File: src/rtl/bmon_pkg.sv
package bmon_pkg;

   localparam int ERR_W = 2;

   typedef enum logic [1:0] {
      PUB_NONE   = 2'd0,
      PUB_PERIOD = 2'd1,
      PUB_STOP   = 2'd2
   } pub_ev_t;

endpackage

File: src/rtl/bmon_reencoder.sv
module bmon_reencoder #(
   parameter int          K  = 7,
   parameter logic [K-1:0] GA = 7'o171,
   parameter logic [K-1:0] GB = 7'o133
) (
   input  logic         clk,
   input  logic         rst_n,
   input  logic         advance,
   input  logic         restart,
   input  logic         flush,
   input  logic         din,
   output logic         code_a,
   output logic         code_b,
   output logic [K-2:0] hist
);

   logic [K-2:0] hist_eff;
   logic [K-1:0] window;

   assign hist_eff = restart ? '0 : hist;
   assign window   = {din, hist_eff};
   assign code_a   = ^(window & GA);
   assign code_b   = ^(window & GB);

   always_ff @(posedge clk or negedge rst_n) begin
      if (!rst_n) begin
         hist <= '0;
      end else if (advance) begin
         if (flush) hist <= '0;
         else       hist <= window[K-1:1];
      end
   end

endmodule

File: src/rtl/bmon_mismatch.sv
module bmon_mismatch #(
   parameter bit HONOR_ERASE = 1'b1
) (
   input  logic                      code_a,
   input  logic                      code_b,
   input  logic                      hard_i,
   input  logic                      hard_q,
   input  logic                      erase_i,
   input  logic                      erase_q,
   output logic [bmon_pkg::ERR_W-1:0] err
);

   logic miss_i, miss_q;

   generate
      if (HONOR_ERASE) begin : g_masked
         assign miss_i = (code_a ^ hard_i) & ~erase_i;
         assign miss_q = (code_b ^ hard_q) & ~erase_q;
      end else begin : g_plain
         logic unused_erase;
         assign unused_erase = erase_i ^ erase_q;
         assign miss_i = code_a ^ hard_i;
         assign miss_q = code_b ^ hard_q;
      end
   endgenerate

   assign err = {1'b0, miss_i} + {1'b0, miss_q};

endmodule

File: src/rtl/bmon_sat_accum.sv
module bmon_sat_accum #(
   parameter int W = 16
) (
   input  logic                       clk,
   input  logic                       rst_n,
   input  logic                       advance,
   input  logic                       restart,
   input  logic                       flush,
   input  logic [bmon_pkg::ERR_W-1:0] inc,
   output logic [W-1:0]               run_next,
   output logic [W-1:0]               run
);

   logic [W-1:0] base;
   logic [W:0]   sum;

   assign base     = restart ? '0 : run;
   assign sum      = {1'b0, base} + {{(W+1-bmon_pkg::ERR_W){1'b0}}, inc};
   assign run_next = sum[W] ? {W{1'b1}} : sum[W-1:0];

   always_ff @(posedge clk or negedge rst_n) begin
      if (!rst_n) begin
         run <= '0;
      end else if (advance) begin
         if (flush) run <= '0;
         else       run <= run_next;
      end
   end

endmodule

File: src/rtl/bmon_period.sv
module bmon_period #(
   parameter int W = 16
) (
   input  logic         clk,
   input  logic         rst_n,
   input  logic         advance,
   input  logic         restart,
   input  logic         flush,
   input  logic [W-1:0] period,
   output logic         hit,
   output logic [W-1:0] cnt
);

   logic [W-1:0] cnt_next;

   assign cnt_next = (restart ? '0 : cnt) + {{(W-1){1'b0}}, 1'b1};
   assign hit      = (period != '0) && (cnt_next == period);

   always_ff @(posedge clk or negedge rst_n) begin
      if (!rst_n) begin
         cnt <= '0;
      end else if (advance) begin
         if (flush || hit) cnt <= '0;
         else              cnt <= cnt_next;
      end
   end

endmodule

File: src/rtl/burst_ber_monitor.sv
module burst_ber_monitor #(
   parameter int           CNT_W       = 16,
   parameter int           K           = 7,
   parameter logic [K-1:0] POLY_A      = 7'o171,
   parameter logic [K-1:0] POLY_B      = 7'o133,
   parameter bit           HONOR_ERASE = 1'b1
) (
   input  logic             clk,
   input  logic             rst_n,
   input  logic             dec_bit,
   input  logic             dec_valid,
   input  logic             burst_start,
   input  logic             burst_stop,
   input  logic             hard_i,
   input  logic             hard_q,
   input  logic             erase_i,
   input  logic             erase_q,
   input  logic [CNT_W-1:0] meas_period,
   output logic [CNT_W-1:0] ber_count
);

   import bmon_pkg::*;

   localparam int HIST_W = K - 1;

   generate
      if (K < 3 || K > 16) begin : g_bad_k
         initial $error("burst_ber_monitor: K out of range");
      end
      if (CNT_W < 4) begin : g_bad_w
         initial $error("burst_ber_monitor: CNT_W too small");
      end
      if (POLY_A[K-1] == 1'b0 || POLY_B[K-1] == 1'b0) begin : g_bad_poly
         initial $error("burst_ber_monitor: generator must tap current bit");
      end
   endgenerate

   logic              code_a, code_b;
   logic [HIST_W-1:0] enc_hist;
   logic [ERR_W-1:0]  err_cnt;
   logic [CNT_W-1:0]  run_next, run_cnt, per_cnt;
   logic              per_hit;
   pub_ev_t           pub_ev;

   bmon_reencoder #(.K(K), .GA(POLY_A), .GB(POLY_B)) u_enc (
      .clk(clk), .rst_n(rst_n), .advance(dec_valid), .restart(burst_start),
      .flush(burst_stop), .din(dec_bit), .code_a(code_a), .code_b(code_b),
      .hist(enc_hist)
   );

   bmon_mismatch #(.HONOR_ERASE(HONOR_ERASE)) u_cmp (
      .code_a(code_a), .code_b(code_b), .hard_i(hard_i), .hard_q(hard_q),
      .erase_i(erase_i), .erase_q(erase_q), .err(err_cnt)
   );

   bmon_sat_accum #(.W(CNT_W)) u_acc (
      .clk(clk), .rst_n(rst_n), .advance(dec_valid), .restart(burst_start),
      .flush(burst_stop), .inc(err_cnt), .run_next(run_next), .run(run_cnt)
   );

   bmon_period #(.W(CNT_W)) u_per (
      .clk(clk), .rst_n(rst_n), .advance(dec_valid), .restart(burst_start),
      .flush(burst_stop), .period(meas_period), .hit(per_hit), .cnt(per_cnt)
   );

   always_comb begin
      pub_ev = PUB_NONE;
      if (dec_valid) begin
         if (burst_stop)   pub_ev = PUB_STOP;
         else if (per_hit) pub_ev = PUB_PERIOD;
      end
   end

   always_ff @(posedge clk or negedge rst_n) begin
      if (!rst_n)                ber_count <= '0;
      else if (pub_ev != PUB_NONE) ber_count <= run_next;
   end

endmodule

File: config.mk
export PLATFORM = sky130hd
export DESIGN_NAME = burst_ber_monitor
export DESIGN_NICKNAME = d
export VERILOG_FILES = /design/src/rtl/bmon_pkg.sv /design/src/rtl/bmon_reencoder.sv /design/src/rtl/bmon_mismatch.sv /design/src/rtl/bmon_sat_accum.sv /design/src/rtl/bmon_period.sv /design/src/rtl/burst_ber_monitor.sv
export SDC_FILE = /design/constraint.sdc
export NUM_CORES = 1
export LEC_CHECK = 0
export ABC_AREA = 1
export BUFFER_PORTS_ARGS = -buffer_cell sky130_fd_sc_hd__buf_2
export CORE_UTILIZATION = 50
export DETAILED_ROUTE_END_ITERATION = 7
export HOLD_SLACK_MARGIN = 0.08
export PLACE_DENSITY = 0.65
export SETUP_SLACK_MARGIN = 0.1
export SLEW_MARGIN = 10
export SYNTH_ARGS = -nofsm -noshare
export SYNTH_HDL_FRONTEND = slang
export SYNTH_HIERARCHICAL = 1
export SYNTH_SLANG_ARGS = --single-unit
File: constraint.sdc
create_clock -name clk -period 7 [get_ports clk]
set_clock_uncertainty 0.05 [all_clocks]
set_input_delay 0 -clock clk [delete_from_list [all_inputs] [get_ports clk]]
set_output_delay 0 -clock clk [all_outputs]
set_load 0.03 [all_outputs]
==> impl_results.html, run 1 <==
<table>
<tr><th>Metric</th><th>Value</th></tr>
<tr><th colspan="2">STA</th></tr>
<tr><td>Normalized max-slew margin</td><td>21.2%</td></tr>
<tr><td>Measured slew at the worst slew-check pin</td><td>1.18 ns</td></tr>
<tr><td>Final setup slack of the worst path</td><td>3.79 ns</td></tr>
<tr><td>Setup tns final</td><td>0 ns</td></tr>
<tr><td>Unrepaired setup endpoints after global routing</td><td>no</td></tr>
<tr><td>Peak clock frequency supported by timing</td><td>311 MHz</td></tr>
<tr><td>Final worst-path cycle share</td><td>45.9%</td></tr>
<tr><td>Hold slack final</td><td>0.171 ns</td></tr>
<tr><td>Final Max Slew Viols</td><td>0</td></tr>
<tr><td>Hold Fails Final Rpt</td><td>0</td></tr>
<tr><td>Setup violators final</td><td>0</td></tr>
<tr><td>Clock period minus worst slack</td><td>3.21 ns</td></tr>
<tr><th colspan="2">Power</th></tr>
<tr><td>Power spent charging and discharging nets</td><td>173 uW</td></tr>
<tr><td>Switching Share</td><td>25.7%</td></tr>
<tr><td>Part of the total power dissipated in combinational logic</td><td>14.1%</td></tr>
<tr><td>Part of the total power dissipated in sequential elements</td><td>47.8%</td></tr>
<tr><td>Peak supply drop</td><td>0.000129 V</td></tr>
<tr><td>Internal Power</td><td>499 uW</td></tr>
<tr><td>Pwr Density</td><td>138 nW/um^2</td></tr>
<tr><td>Total Power</td><td>672 uW</td></tr>
<tr><td>Total leakage power</td><td>2.60 nW</td></tr>
<tr><td>Clk pwr share</td><td>38.1%</td></tr>
<tr><th colspan="2">Global route</th></tr>
<tr><td>Leftover overflow at the end of global routing</td><td>0</td></tr>
<tr><td>Wire length of the first global-routing pass</td><td>18,100 um</td></tr>
<tr><td>Number of antenna violations at the first check in global routing</td><td>0</td></tr>
<tr><td>Total Routing Usage GR</td><td>25.1%</td></tr>
<tr><td>Largest net degree at the start of global routing</td><td>55</td></tr>
<tr><td>Number of global-route vias before repair</td><td>3,899</td></tr>
<tr><th colspan="2">Floorplan</th></tr>
<tr><td>I/O pin total</td><td>42</td></tr>
<tr><td>Starting density of the core</td><td>51.4%</td></tr>
<tr><td>Die area</td><td>9310 um^2</td></tr>
<tr><td>Number of cell rows</td><td>34</td></tr>
<tr><td>X dimension of the die</td><td>96.5 um</td></tr>
<tr><td>Floorplan die height</td><td>96.5 um</td></tr>
<tr><td>Core Area</td><td>8680 um^2</td></tr>
<tr><th colspan="2">Critical path</th></tr>
<tr><td>Startpoint type of the worst setup path</td><td>flip-flop</td></tr>
<tr><td>Required time at the worst-slack endpoint</td><td>7.20 ns</td></tr>
<tr><td>Critical Path End Type</td><td>flip-flop</td></tr>
<tr><td>Arrival time of data at the critical path endpoint</td><td>3.41 ns</td></tr>
<tr><td>Peak fanout along the critical path</td><td>13</td></tr>
<tr><td>Crit Path Class</td><td>reg2reg</td></tr>
<tr><th colspan="2">CTS</th></tr>
<tr><td>Clock Root Buffer</td><td>sky130_fd_sc_hd__clkbuf_8</td></tr>
<tr><td>CTS tree</td><td>built</td></tr>
<tr><td>Maximum count of clock buffers along a single path</td><td>2</td></tr>
<tr><td>Clock insertion delay at the later pin of the skew report</td><td>0.30 ns</td></tr>
<tr><td>Count of H-tree levels built during CTS</td><td>2</td></tr>
<tr><td>Clock-pin transition on the worst setup and hold timing paths</td><td>0.10 ns</td></tr>
<tr><td>TritonCTS sink count</td><td>54</td></tr>
<tr><td>Number of buffers created by CTS</td><td>5</td></tr>
<tr><th colspan="2">Cells and area</th></tr>
<tr><td>Layout cell share with drive strength beyond 1</td><td>18.1%</td></tr>
<tr><td>Number of nets in the finished design</td><td>727</td></tr>
<tr><td>Fillers</td><td>877</td></tr>
<tr><td>Ant. Diodes</td><td>0</td></tr>
<tr><td>Post-synthesis to final-layout area growth</td><td>8.81%</td></tr>
<tr><td>Share of the core filled with cells in the final layout</td><td>55.9%</td></tr>
<tr><th colspan="2">Yosys</th></tr>
<tr><td>Nets in the synthesized netlist</td><td>691</td></tr>
<tr><td>Warning count from the yosys run</td><td>6</td></tr>
<tr><td>Post-synthesis sequential element count</td><td>54</td></tr>
<tr><td>Number of distinct library cells after synthesis</td><td>41</td></tr>
<tr><td>Synthesized cell area</td><td>4460 um^2</td></tr>
<tr><td>Syn Inst Count</td><td>660</td></tr>
<tr><td>Share of synthesized registers carrying an async set or reset</td><td>100%</td></tr>
<tr><td>Main flop type after synthesis</td><td>sky130_fd_sc_hd__dfrtp_1</td></tr>
<tr><td>Count of flip-flops with a built-in enable after synthesis</td><td>0</td></tr>
<tr><td>Sequential element share of the synthesized area</td><td>30.3%</td></tr>
<tr><td>Mean area per synthesized cell</td><td>6.76 um^2</td></tr>
<tr><th colspan="2">Outcome</th></tr>
<tr><td>Status</td><td>finished, final reports clean</td></tr>
<tr><th colspan="2">Placement</th></tr>
<tr><td>Detail Placement HPWL</td><td>8230 um</td></tr>
<tr><td>Number of buffer cells added on primary ports</td><td>41</td></tr>
<tr><td>Worst Setup Slack post-DPL</td><td>3.60 ns</td></tr>
<tr><td>Weighted congestion reported at the end of routability-driven placement</td><td>0.924</td></tr>
<tr><th colspan="2">Route</th></tr>
<tr><td>Violation count after the first detailed-route iteration</td><td>168</td></tr>
<tr><td>Overall routed net length</td><td>10,900 um</td></tr>
<tr><td>Remaining number of nets flagged by the antenna check after routing</td><td>0</td></tr>
<tr><td>First drt pass iteration count</td><td>5</td></tr>
<tr><td>Per-cell routed wire length</td><td>13.5 um</td></tr>
<tr><td>Post-detailed-route via-to-cell ratio</td><td>5.28</td></tr>
<tr><td>Number of remaining DRC errors</td><td>0</td></tr>
<tr><td>Via total after detailed routing</td><td>4,253</td></tr>
<tr><th colspan="2">Flow run</th></tr>
<tr><td>Maximum Capacitance Violations</td><td>0</td></tr>
<tr><th colspan="2">Min path</th></tr>
<tr><td>Worst hold path type</td><td>in2reg</td></tr>
</table>
## critical path, cell delays in order, from the launching register on
cell and delay (ns):
sky130_fd_sc_hd__dfrtp_1 0.43, sky130_fd_sc_hd__nand2_2 0.13, sky130_fd_sc_hd__nand2_4 0.07, sky130_fd_sc_hd__nand2_4 0.06
sky130_fd_sc_hd__nand2_1 0.05, sky130_fd_sc_hd__nand3_1 0.05, sky130_fd_sc_hd__nand2_1 0.06, sky130_fd_sc_hd__nor2_1 0.09
sky130_fd_sc_hd__nor2_1 0.06, sky130_fd_sc_hd__ha_1 0.28, sky130_fd_sc_hd__ha_1 0.15, sky130_fd_sc_hd__inv_1 0.05
sky130_fd_sc_hd__fa_1 0.40, sky130_fd_sc_hd__nor2_1 0.13, sky130_fd_sc_hd__nand2_1 0.17, sky130_fd_sc_hd__inv_2 0.13
sky130_fd_sc_hd__nand4_4 0.33, sky130_fd_sc_hd__nand3_1 0.27, sky130_fd_sc_hd__nand3_1 0.10, sky130_fd_sc_hd__nand2_1 0.08
## worst paths after layout
kind                                                 from                        end  slack, ns  cells past startpoint
worst min register to register  ber_count[10]$_DFFE_PN0P_  ber_count[10]$_DFFE_PN0P_       0.43                      2
worst max-delay path            u_enc/hist[4]$_DFFE_PN0P_  ber_count[12]$_DFFE_PN0P_       3.79                     19
worst min-delay path                            dec_valid   u_acc/run[3]$_DFFE_PN0P_       0.17                      3
min in group asynchronous                           rst_n  u_per/cnt[10]$_DFFE_PN0P_       0.31                      3
worst max register to register  u_enc/hist[4]$_DFFE_PN0P_  ber_count[12]$_DFFE_PN0P_       3.79                     19
max in group asynchronous                           rst_n   u_acc/run[3]$_DFFE_PN0P_       6.13                      3
## flip-flops by register name, indices dropped and copies added (netlist names)
register,flops
u_per/cnt,16
ber_count,16
u_acc/run,16
u_enc/hist,6
## final cells by class
type | count | area, um^2 | share of cell area (%)
clock buffer | 6 | 82.6 | 1.70
multi-input combinational | 505 | 2650 | 54.6
timing repair buffer | 46 | 250 | 5.15
tap | 108 | 135 | 2.78
sequential | 54 | 1350 | 27.8
inverter | 84 | 325 | 6.70
clock inverter | 2 | 60.1 | 1.24
## stage by stage
| stage | area (um^2) | instances |
|---|---|---|
| after floorplan | 4460 | 660 |
| after global placement | 4680 | 794 |
| after detailed placement | 4680 | 794 |
| after CTS | 4850 | 805 |
| after global routing | 4850 | 805 |
| final | 4850 | 805 |
## logic make-up (layout without fill, tap and decap cells)
logic type / Yosys count / count (layout) / synth area share, %
simple gates: 461 / 461 / 52.2
buf+inv: 101 / 138 / 10.3
flops: 54 / 54 / 30.3
compound gates: 32 / 32 / 4.23
xor+xnor: 7 / 7 / 1.37
fa+ha+maj: 5 / 5 / 1.57
## power by group through the flow
stage               sequential, mW  clock [mW]  combinational (mW)
floorplan                    0.332           0              0.0598
global placement             0.327           0              0.0927
detailed placement           0.327           0              0.0943
CTS                          0.321       0.263              0.0959
global route                 0.322       0.275               0.107
finish                       0.321       0.256              0.0949
## cell usage in the layout (no fill, tap or decap), types with 2 or more instances in the layout
cell type / n
sky130_fd_sc_hd__dlygate4sd3_1: 3
sky130_fd_sc_hd__xor2_1: 5
sky130_fd_sc_hd__inv_2: 4
sky130_fd_sc_hd__nor2_2: 6
sky130_fd_sc_hd__clkbuf_8: 6
sky130_fd_sc_hd__bufinv_16: 2
sky130_fd_sc_hd__nand4_4: 2
sky130_fd_sc_hd__a21oi_1: 9
sky130_fd_sc_hd__inv_1: 78
sky130_fd_sc_hd__nand2_2: 15
sky130_fd_sc_hd__o22ai_1: 5
sky130_fd_sc_hd__nor3_1: 2
sky130_fd_sc_hd__xnor2_1: 2
sky130_fd_sc_hd__ha_1: 4
sky130_fd_sc_hd__nand2_1: 223
sky130_fd_sc_hd__nand4_1: 19
sky130_fd_sc_hd__nand3_2: 23
sky130_fd_sc_hd__or2_1: 2
sky130_fd_sc_hd__nor2_1: 62
sky130_fd_sc_hd__o21ai_1: 9
sky130_fd_sc_hd__buf_4: 2
sky130_fd_sc_hd__nand3b_1: 6
sky130_fd_sc_hd__o21ai_0: 4
sky130_fd_sc_hd__nor2_4: 11
sky130_fd_sc_hd__nand3_1: 78
sky130_fd_sc_hd__nand2_4: 6
sky130_fd_sc_hd__o21bai_1: 2
sky130_fd_sc_hd__nand3_4: 2
sky130_fd_sc_hd__dfrtp_1: 54
sky130_fd_sc_hd__buf_2: 41
## cell usage after synthesis (3+ instances only)
library cell               count  area share (%)
sky130_fd_sc_hd__buf_6         6             1.5
sky130_fd_sc_hd__buf_4         3            0.50
sky130_fd_sc_hd__o21ai_0       4            0.45
sky130_fd_sc_hd__nand3_2      23             5.2
sky130_fd_sc_hd__nor2_4       11             2.8
sky130_fd_sc_hd__inv_2         4            0.34
sky130_fd_sc_hd__nand2_2      15             2.1
sky130_fd_sc_hd__ha_1          4             1.1
sky130_fd_sc_hd__a21oi_1       9             1.0
sky130_fd_sc_hd__dfrtp_1      54              30
sky130_fd_sc_hd__nand4_1      19             2.7
sky130_fd_sc_hd__inv_1        78             6.6
sky130_fd_sc_hd__o22ai_1       5            0.70
sky130_fd_sc_hd__nand2_4       6             1.5
sky130_fd_sc_hd__nand2_1     223              19
sky130_fd_sc_hd__nor2_1       62             5.2
sky130_fd_sc_hd__nor2_2        6            0.84
sky130_fd_sc_hd__nand3_1      78             8.7
sky130_fd_sc_hd__clkbuf_1      4            0.34
sky130_fd_sc_hd__o21ai_1       9             1.0
sky130_fd_sc_hd__nand3b_1      6             1.0
sky130_fd_sc_hd__xor2_1        5            0.98
## timing repair
action,CTS,global route
hold endpoints to repair,56,0
hold buffers,3,0
buffers inserted,0,0
endpoints found under the setup margin,0,0
gates resized for setup,0,0
## routing by layer
| metal | GRT usage [%] | up-vias | routed length, um |
|---|---|---|---|
| met3 | 3.44 | 17 | 518 |
| met5 | 0 | - | 0 |
| met4 | 8.46 | 0 | 210 |
| met2 | 42.8 | 100 | 5230 |
| li1 | - | 2173 | - |
| met1 | 32.5 | 1963 | 4910 |
Power figures use the tool's default switching activity.
==> run 2: changes to the inputs <==
--- a/config.mk
+++ b/config.mk
@@ -10,7 +10,7 @@
 export CORE_UTILIZATION = 50
 export DETAILED_ROUTE_END_ITERATION = 7
 export HOLD_SLACK_MARGIN = 0.08
-export PLACE_DENSITY = 0.65
+export PLACE_DENSITY = 0.68
 export SETUP_SLACK_MARGIN = 0.1
 export SLEW_MARGIN = 10
 export SYNTH_ARGS = -nofsm -noshare
==> constraint.sdc (replaced) <==
create_clock -name clk -period 2.9 [get_ports clk]
set_clock_uncertainty 0.05 [all_clocks]
set_input_delay 0 -clock clk [delete_from_list [all_inputs] [get_ports clk]]
set_output_delay 0 -clock clk [all_outputs]
set_load 0.03 [all_outputs]
==> impl_results.html, run 2 (synthesized netlist as in run 1, its figures left out) <==
<table>
<tr><th>Metric</th><th>Value</th></tr>
<tr><th colspan="2">Outcome</th></tr>
<tr><td>Status</td><td>finished, final reports clean</td></tr>
<tr><th colspan="2">Critical path</th></tr>
<tr><td>Arrival time of data at the critical path endpoint</td><td>3.07 ns</td></tr>
<tr><td>Setup slack on the worst flop-to-flop path</td><td>0.03 ns</td></tr>
<tr><td>Max incr delay on CP</td><td>0.43 ns</td></tr>
<tr><td>Critical Path Most Common Cell</td><td>sky130_fd_sc_hd__nand3_1</td></tr>
<tr><td>Worst r2r path cells</td><td>19</td></tr>
<tr><td>Crit Reg-Reg Startpoint</td><td>u_enc/hist[4]$_DFFE_PN0P_</td></tr>
<tr><td>Required time at the worst-slack endpoint</td><td>3.10 ns</td></tr>
<tr><td>Crit Path Class</td><td>reg2reg</td></tr>
<tr><td>Critical path cell sequence</td><td>buf_4 &gt; nand3_1 &gt; nand3_1 &gt; nand3_1 &gt; nand2_2 &gt; nor2_1 &gt; nor2_1 &gt; ha_1 &gt; ha_2 &gt; inv_2 &gt; fa_2 &gt; nor2_2 &gt; nand2_2 &gt; inv_4 &gt; nand4_4 &gt; buf_6 &gt; nand2_4 &gt; nand3_1 &gt; nand2_1</td></tr>
<tr><td>Startpoint type of the worst setup path</td><td>flip-flop</td></tr>
<tr><td>Worst flop-to-flop path endpoint</td><td>ber_count[1]$_DFFE_PN0P_</td></tr>
<tr><td>Peak fanout along the critical path</td><td>7</td></tr>
<tr><td>Critical Path End Type</td><td>flip-flop</td></tr>
<tr><td>Max stage delay cell, worst path</td><td>sky130_fd_sc_hd__dfrtp_1</td></tr>
<tr><th colspan="2">CTS</th></tr>
<tr><td>CTS tree</td><td>built</td></tr>
<tr><td>Clock Root Buffer</td><td>sky130_fd_sc_hd__clkbuf_8</td></tr>
<tr><td>Count of H-tree levels built during CTS</td><td>2</td></tr>
<tr><td>TritonCTS sink count</td><td>54</td></tr>
<tr><td>Number of buffers created by CTS</td><td>5</td></tr>
<tr><td>Clock insertion delay at the later pin of the skew report</td><td>0.31 ns</td></tr>
<tr><td>Maximum count of clock buffers along a single path</td><td>2</td></tr>
<tr><td>Clock-pin transition on the worst setup and hold timing paths</td><td>0.09 ns</td></tr>
<tr><th colspan="2">Global route</th></tr>
<tr><td>Number of antenna violations at the first check in global routing</td><td>0</td></tr>
<tr><td>Leftover overflow at the end of global routing</td><td>0</td></tr>
<tr><td>Wire length of the first global-routing pass</td><td>18,600 um</td></tr>
<tr><td>Busiest layer in global routing</td><td>met2</td></tr>
<tr><td>Total Routing Usage GR</td><td>25.4%</td></tr>
<tr><td>Met3 capacity usage during global routing</td><td>2.66%</td></tr>
<tr><td>Largest net degree at the start of global routing</td><td>36</td></tr>
<tr><td>Number of global-route vias before repair</td><td>4,138</td></tr>
<tr><td>M1 GR Usage</td><td>30.5%</td></tr>
<tr><td>Met2 capacity usage during global routing</td><td>47.4%</td></tr>
<tr><th colspan="2">STA</th></tr>
<tr><td>Clock period minus worst slack</td><td>2.87 ns</td></tr>
<tr><td>Normalized max-slew margin</td><td>39.9%</td></tr>
<tr><td>Peak clock frequency supported by timing</td><td>348 MHz</td></tr>
<tr><td>Hold Fails Final Rpt</td><td>0</td></tr>
<tr><td>Measured slew at the worst slew-check pin</td><td>0.900 ns</td></tr>
<tr><td>Final worst-path cycle share</td><td>99.0%</td></tr>
<tr><td>Hold slack final</td><td>0.193 ns</td></tr>
<tr><td>Unrepaired setup endpoints after global routing</td><td>yes</td></tr>
<tr><td>Setup violators final</td><td>0</td></tr>
<tr><td>Final Max Slew Viols</td><td>0</td></tr>
<tr><th colspan="2">Route</th></tr>
<tr><td>Via total after detailed routing</td><td>4,348</td></tr>
<tr><td>Overall routed net length</td><td>11,200 um</td></tr>
<tr><td>First drt pass iteration count</td><td>4</td></tr>
<tr><td>Number of remaining DRC errors</td><td>0</td></tr>
<tr><td>Violation count after the first detailed-route iteration</td><td>149</td></tr>
<tr><td>Remaining number of nets flagged by the antenna check after routing</td><td>0</td></tr>
<tr><td>Per-cell routed wire length</td><td>13.5 um</td></tr>
<tr><td>Post-detailed-route via-to-cell ratio</td><td>5.25</td></tr>
<tr><th colspan="2">Cells and area</th></tr>
<tr><td>Ant. Diodes</td><td>0</td></tr>
<tr><td>Number of nets in the finished design</td><td>751</td></tr>
<tr><td>Share of the core filled with cells in the final layout</td><td>59.3%</td></tr>
<tr><td>Layout cell share with drive strength beyond 1</td><td>24.9%</td></tr>
<tr><td>Top library cells by usage in the layout, fill and taps aside</td><td>sky130_fd_sc_hd__nand2_1 (208), sky130_fd_sc_hd__inv_1 (75), sky130_fd_sc_hd__nand3_1 (74)</td></tr>
<tr><td>Most common cell after layout, fill and taps aside</td><td>sky130_fd_sc_hd__nand2_1</td></tr>
<tr><td>Post-synthesis to final-layout area growth</td><td>15.4%</td></tr>
<tr><td>Regs by FF count</td><td>ber_count x16, u_acc/run x16, u_per/cnt x16</td></tr>
<tr><th colspan="2">Placement</th></tr>
<tr><td>Detail Placement HPWL</td><td>8360 um</td></tr>
<tr><td>Number of buffer cells added on primary ports</td><td>41</td></tr>
<tr><td>Weighted congestion reported at the end of routability-driven placement</td><td>0.939</td></tr>
<tr><th colspan="2">Floorplan</th></tr>
<tr><td>Die area</td><td>9310 um^2</td></tr>
<tr><td>Number of cell rows</td><td>34</td></tr>
<tr><td>I/O pin total</td><td>42</td></tr>
<tr><td>Core Area</td><td>8680 um^2</td></tr>
<tr><td>X dimension of the die</td><td>96.5 um</td></tr>
<tr><td>Floorplan die height</td><td>96.5 um</td></tr>
<tr><td>Starting density of the core</td><td>51.4%</td></tr>
<tr><th colspan="2">Power</th></tr>
<tr><td>Pwr Density</td><td>280 nW/um^2</td></tr>
<tr><td>Total leakage power</td><td>2.70 nW</td></tr>
<tr><td>Peak supply drop</td><td>0.000244 V</td></tr>
<tr><th colspan="2">Min path</th></tr>
<tr><td>Hold_sp</td><td>burst_start</td></tr>
<tr><td>Worst-case hold path end point</td><td>u_enc/hist[3]$_DFFE_PN0P_</td></tr>
<tr><td>Count of cells along the worst hold path</td><td>5</td></tr>
<tr><td>Worst hold path type</td><td>in2reg</td></tr>
<tr><th colspan="2">Flow run</th></tr>
<tr><td>Maximum Capacitance Violations</td><td>0</td></tr>
</table>
run 2: area by class of cell:
type | count | area, um^2
clock buffer | 5 | 68.8
clock inverter | 2 | 15.0
fill | 820 | 3530
inverter | 84 | 328
multi-input combinational | 505 | 2790
sequential | 54 | 1350
tap | 108 | 135
timing repair buffer | 70 | 458
run 2: layer usage:
metal	part of all wire [%]	vias to the layer above
met5	0	-
met4	1.7	0
met3	3.5	18
met2	51	91
met1	44	2014
li1	-	2225
run 2: worst max path at each step:
stage	start	endpoint	slack (ns)	cells past startpoint
after floorplan	u_enc/hist[4]$_DFFE_PN0P_	ber_count[8]$_DFFE_PN0P_	0.14	20
after global placement	u_enc/hist[4]$_DFFE_PN0P_	ber_count[8]$_DFFE_PN0P_	0.05	20
after detailed placement	u_enc/hist[4]$_DFFE_PN0P_	ber_count[8]$_DFFE_PN0P_	-0.04	21
after CTS	u_enc/hist[4]$_DFFE_PN0P_	ber_count[8]$_DFFE_PN0P_	0.03	19
after global routing	u_enc/hist[0]$_DFFE_PN0P_	ber_count[2]$_DFFE_PN0P_	-0.16	20
final	u_enc/hist[4]$_DFFE_PN0P_	ber_count[1]$_DFFE_PN0P_	0.03	19
run 2: metrics by stage:
| step | std cells | power (mW) | setup WS [ns] | cell area (um^2) | setup TNS (ns) |
|---|---|---|---|---|---|
| floorplan | 660 | 0.946 | 0.140 | 4460 | 0 |
| global placement | 805 | 1.02 | 0.0476 | 4760 | 0 |
| detailed placement | 805 | 1.02 | -0.0396 | 4760 | -0.142 |
| CTS | 823 | 1.44 | 0.0257 | 5010 | 0 |
| global route | 828 | 1.52 | -0.158 | 5150 | -2.82 |
| finish | 828 | 1.44 | 0.0291 | 5150 | 0 |
run 2: critical path: cells and delay by family, from the launching register on:
| family | cells | cell delay, ns |
|---|---|---|
| AND/OR/NAND/NOR | 12 | 1.07 |
| adder cells (fa/ha/maj) | 3 | 0.79 |
| buffers and inverters | 4 | 0.48 |
| flip-flops | 1 | 0.43 |
run 2: report_power, final:
group          switching, mW  internal [mW]
Sequential           0.00795          0.767
Clock                  0.248          0.166
Combinational          0.170         0.0841
run 2: repair_timing:
item / CTS / global route
gates cloned: 0 / 0
pin swaps: 19 / 18
hold buffers: 8 / 0
endpoints found under the hold margin: 47 / 0
gates resized for setup: 19 / 28
buffers inserted: 3 / 5
setup endpoints to repair: 30 / 32
==> run 3: changes to the inputs <==
--- a/config.mk
+++ b/config.mk
@@ -7,10 +7,11 @@
 export LEC_CHECK = 0
 export ABC_AREA = 1
 export BUFFER_PORTS_ARGS = -buffer_cell sky130_fd_sc_hd__buf_2
-export CORE_UTILIZATION = 50
+export CORE_UTILIZATION = 44
+export CTS_BUF_LIST = sky130_fd_sc_hd__clkbuf_4 sky130_fd_sc_hd__clkbuf_8
 export DETAILED_ROUTE_END_ITERATION = 7
 export HOLD_SLACK_MARGIN = 0.08
-export PLACE_DENSITY = 0.68
+export PLACE_DENSITY = 0.58
 export SETUP_SLACK_MARGIN = 0.1
 export SLEW_MARGIN = 10
 export SYNTH_ARGS = -nofsm -noshare
==> constraint.sdc (replaced) <==
create_clock -name clk -period 2.7 [get_ports clk]
set_clock_uncertainty 0.05 [all_clocks]
set_input_delay 0 -clock clk [delete_from_list [all_inputs] [get_ports clk]]
set_output_delay 0 -clock clk [all_outputs]
set_load 0.03 [all_outputs]
==> impl_results.html, run 3 (synthesized netlist as in run 1, its figures left out) <==
<table>
<tr><th>Metric</th><th>Value</th></tr>
<tr><th colspan="2">Cells and area</th></tr>
<tr><td>Most common cell after layout, fill and taps aside</td><td>sky130_fd_sc_hd__nand2_1</td></tr>
<tr><td>Post-route non-filler standard cell count</td><td>860</td></tr>
<tr><td>Layout cell share with drive strength beyond 1</td><td>25.9%</td></tr>
<tr><td>Top library cells by usage in the layout, fill and taps aside</td><td>sky130_fd_sc_hd__nand2_1 (214), sky130_fd_sc_hd__inv_1 (75), sky130_fd_sc_hd__nand3_1 (64)</td></tr>
<tr><td>Fillers</td><td>992</td></tr>
<tr><td>Regs by FF count</td><td>ber_count x16, u_acc/run x16, u_per/cnt x16</td></tr>
<tr><td>Number of nets in the finished design</td><td>757</td></tr>
<tr><td>Post-synthesis to final-layout area growth</td><td>19.9%</td></tr>
<tr><td>Ant. Diodes</td><td>0</td></tr>
<tr><td>Design Area, Final</td><td>5350 um^2</td></tr>
<tr><th colspan="2">Critical path</th></tr>
<tr><td>Critical Path Most Common Cell</td><td>sky130_fd_sc_hd__nand2_1</td></tr>
<tr><td>Crit Reg-Reg Startpoint</td><td>u_enc/hist[0]$_DFFE_PN0P_</td></tr>
<tr><td>Buffers plus inverters on the worst setup path</td><td>3</td></tr>
<tr><td>Peak fanout along the critical path</td><td>3</td></tr>
<tr><td>Worst r2r path cells</td><td>22</td></tr>
<tr><td>Setup slack on the worst flop-to-flop path</td><td>-0.17 ns</td></tr>
<tr><td>Startpoint type of the worst setup path</td><td>flip-flop</td></tr>
<tr><td>Worst flop-to-flop path endpoint</td><td>ber_count[8]$_DFFE_PN0P_</td></tr>
<tr><td>Required time at the worst-slack endpoint</td><td>2.85 ns</td></tr>
<tr><td>Critical Path End Type</td><td>flip-flop</td></tr>
<tr><td>Max incr delay on CP</td><td>0.40 ns</td></tr>
<tr><td>Arrival time of data at the critical path endpoint</td><td>3.03 ns</td></tr>
<tr><td>Critical path cell sequence</td><td>inv_1 &gt; nand2_2 &gt; nand2_2 &gt; nand2_1 &gt; nand2_1 &gt; nand2_1 &gt; nand2_1 &gt; nand2_1 &gt; nand2_1 &gt; nor2_1 &gt; ha_1 &gt; ha_2 &gt; inv_2 &gt; fa_2 &gt; nor2_2 &gt; nand2_2 &gt; inv_4 &gt; nand2_4 &gt; xor2_1 &gt; or2_1 &gt; nand3_1 &gt; nand2_1</td></tr>
<tr><td>Max stage delay cell, worst path</td><td>sky130_fd_sc_hd__dfrtp_1</td></tr>
<tr><td>Top cell family by delay on the critical path</td><td>simple AND/OR/NAND/NOR gates</td></tr>
<tr><td>Crit Path Class</td><td>reg2reg</td></tr>
<tr><th colspan="2">STA</th></tr>
<tr><td>Setup tns final</td><td>-2.69 ns</td></tr>
<tr><td>Peak clock frequency supported by timing</td><td>348 MHz</td></tr>
<tr><td>Unrepaired setup endpoints after global routing</td><td>yes</td></tr>
<tr><td>Final worst-path cycle share</td><td>106%</td></tr>
<tr><td>Normalized max-slew margin</td><td>55.3%</td></tr>
<tr><td>Final Max Slew Viols</td><td>0</td></tr>
<tr><td>Clock period minus worst slack</td><td>2.87 ns</td></tr>
<tr><td>Setup violators final</td><td>30</td></tr>
<tr><td>Measured slew at the worst slew-check pin</td><td>0.670 ns</td></tr>
<tr><td>Final setup slack of the worst path</td><td>-0.175 ns</td></tr>
<tr><td>Hold Fails Final Rpt</td><td>0</td></tr>
<tr><th colspan="2">Floorplan</th></tr>
<tr><td>X dimension of the die</td><td>103 um</td></tr>
<tr><td>Number of cell rows</td><td>36</td></tr>
<tr><td>Floorplan die height</td><td>103 um</td></tr>
<tr><td>Die area</td><td>10,500 um^2</td></tr>
<tr><td>Starting density of the core</td><td>45.4%</td></tr>
<tr><td>Core Area</td><td>9820 um^2</td></tr>
<tr><td>I/O pin total</td><td>42</td></tr>
<tr><th colspan="2">Route</th></tr>
<tr><td>Met3 routed WL</td><td>375 um</td></tr>
<tr><td>Via total after detailed routing</td><td>4,304</td></tr>
<tr><td>Met2 WL post-DR</td><td>5650 um</td></tr>
<tr><td>Overall routed net length</td><td>11,200 um</td></tr>
<tr><td>Post-detailed-route via-to-cell ratio</td><td>5.00</td></tr>
<tr><td>Post-route met1 wirelength</td><td>5030 um</td></tr>
<tr><td>Remaining number of nets flagged by the antenna check after routing</td><td>0</td></tr>
<tr><td>Violation count after the first detailed-route iteration</td><td>180</td></tr>
<tr><td>Number of remaining DRC errors</td><td>0</td></tr>
<tr><td>Per-cell routed wire length</td><td>13.0 um</td></tr>
<tr><td>First drt pass iteration count</td><td>4</td></tr>
<tr><td>Highest layer used for signal routing</td><td>met4</td></tr>
<tr><th colspan="2">CTS</th></tr>
<tr><td>Clock Root Buffer</td><td>sky130_fd_sc_hd__clkbuf_8</td></tr>
<tr><td>Count of H-tree levels built during CTS</td><td>2</td></tr>
<tr><td>Maximum count of clock buffers along a single path</td><td>2</td></tr>
<tr><td>TritonCTS sink count</td><td>54</td></tr>
<tr><td>Clock-pin transition on the worst setup and hold timing paths</td><td>0.10 ns</td></tr>
<tr><td>CTS tree</td><td>built</td></tr>
<tr><td>Number of buffers created by CTS</td><td>5</td></tr>
<tr><td>Clock insertion delay at the later pin of the skew report</td><td>0.31 ns</td></tr>
<tr><th colspan="2">Placement</th></tr>
<tr><td>Weighted congestion reported at the end of routability-driven placement</td><td>0.891</td></tr>
<tr><td>Cell count after placement</td><td>839</td></tr>
<tr><td>Detail Placement HPWL</td><td>8310 um</td></tr>
<tr><td>Area of placed instances</td><td>4900 um^2</td></tr>
<tr><td>Number of buffer cells added on primary ports</td><td>41</td></tr>
<tr><td>Worst Setup Slack post-DPL</td><td>-0.113 ns</td></tr>
<tr><th colspan="2">Min path</th></tr>
<tr><td>Hold_sp</td><td>burst_start</td></tr>
<tr><td>Worst hold path type</td><td>in2reg</td></tr>
<tr><td>Count of cells along the worst hold path</td><td>4</td></tr>
<tr><td>Worst-case hold path end point</td><td>u_enc/hist[0]$_DFFE_PN0P_</td></tr>
<tr><th colspan="2">Outcome</th></tr>
<tr><td>Violated checks</td><td>negative setup slack</td></tr>
<tr><td>Status</td><td>finished, violations left</td></tr>
<tr><th colspan="2">Global route</th></tr>
<tr><td>Largest net degree at the start of global routing</td><td>55</td></tr>
<tr><td>Wire length of the first global-routing pass</td><td>18,300 um</td></tr>
<tr><td>Leftover overflow at the end of global routing</td><td>0</td></tr>
<tr><td>Total Routing Usage GR</td><td>22.1%</td></tr>
<tr><td>Number of antenna violations at the first check in global routing</td><td>0</td></tr>
<tr><td>Number of global-route vias before repair</td><td>4,015</td></tr>
<tr><th colspan="2">Power</th></tr>
<tr><td>Total leakage power</td><td>2.80 nW</td></tr>
<tr><td>Peak supply drop</td><td>0.000343 V</td></tr>
<tr><td>Pwr Density</td><td>330 nW/um^2</td></tr>
<tr><th colspan="2">Flow run</th></tr>
<tr><td>Maximum Capacitance Violations</td><td>0</td></tr>
</table>
## run 3: tightest hold or removal path, stage by stage
cell and delay, ns:
sky130_fd_sc_hd__buf_2 0.18, sky130_fd_sc_hd__nor2_1 0.09, sky130_fd_sc_hd__nand3_1 0.06, sky130_fd_sc_hd__o21ai_0 0.08
## run 3: worst max path at each step
stage | end | slack [ns] | depth (start not counted) | from
final | ber_count[8]$_DFFE_PN0P_ | -0.17 | 22 | u_enc/hist[0]$_DFFE_PN0P_
after CTS | ber_count[14]$_DFFE_PN0P_ | -0.13 | 20 | u_enc/hist[4]$_DFFE_PN0P_
after detailed placement | ber_count[14]$_DFFE_PN0P_ | -0.11 | 22 | u_enc/hist[3]$_DFFE_PN0P_
after global routing | ber_count[8]$_DFFE_PN0P_ | -0.35 | 22 | u_enc/hist[3]$_DFFE_PN0P_
after floorplan | ber_count[8]$_DFFE_PN0P_ | 0.04 | 20 | u_enc/hist[4]$_DFFE_PN0P_
after global placement | ber_count[14]$_DFFE_PN0P_ | -0.05 | 21 | u_enc/hist[3]$_DFFE_PN0P_
## run 3: repair_timing
action | CTS | global route
resized for setup | 33 | 13
hold endpoints to repair | 64 | 0
pin swaps | 12 | 7
endpoints found under the setup margin | 32 | 44
hold buffers | 5 | 0
setup buffers | 3 | 5
## run 3: metal layers
metal / GRT usage, % / vias up
met4: 5.27 / 0
met1: 26.7 / 1964
met2: 41.7 / 89
met5: 0 / -
met3: 2.31 / 9
li1: - / 2242
## run 3: final cells by class
type                    instances  area, um^2  area share [%]
multi-input cells             505        2830            52.9
flip-flops and latches         54        1350            25.3
repair buffers                 76         529            9.89
inverters                      84         328            6.13
well taps                     133         166            3.11
clock buffers                   6        82.6            1.54
clock inverters                 2        60.1            1.12
## run 3: report_power, final
part | internal, mW | total (mW) | switching (mW)
Clock | 0.395 | 0.654 | 0.258
Combinational | 0.0977 | 0.282 | 0.184
Sequential | 0.824 | 0.832 | 0.00820
Total | 1.32 | 1.77 | 0.451
## run 3: through the flow
step | util (%) | power (mW) | hold WS (ns)
6_report | 54.5 | 1.77 | 0.0950
2_1_floorplan | - | 1.02 | -0.346
3_3_place_gp | 49.9 | 1.11 | 0.120
4_1_cts | 53.5 | 1.79 | 0.0828
5_1_grt | 54.5 | 1.86 | 0.105
3_5_place_dp | 49.9 | 1.11 | 0.121
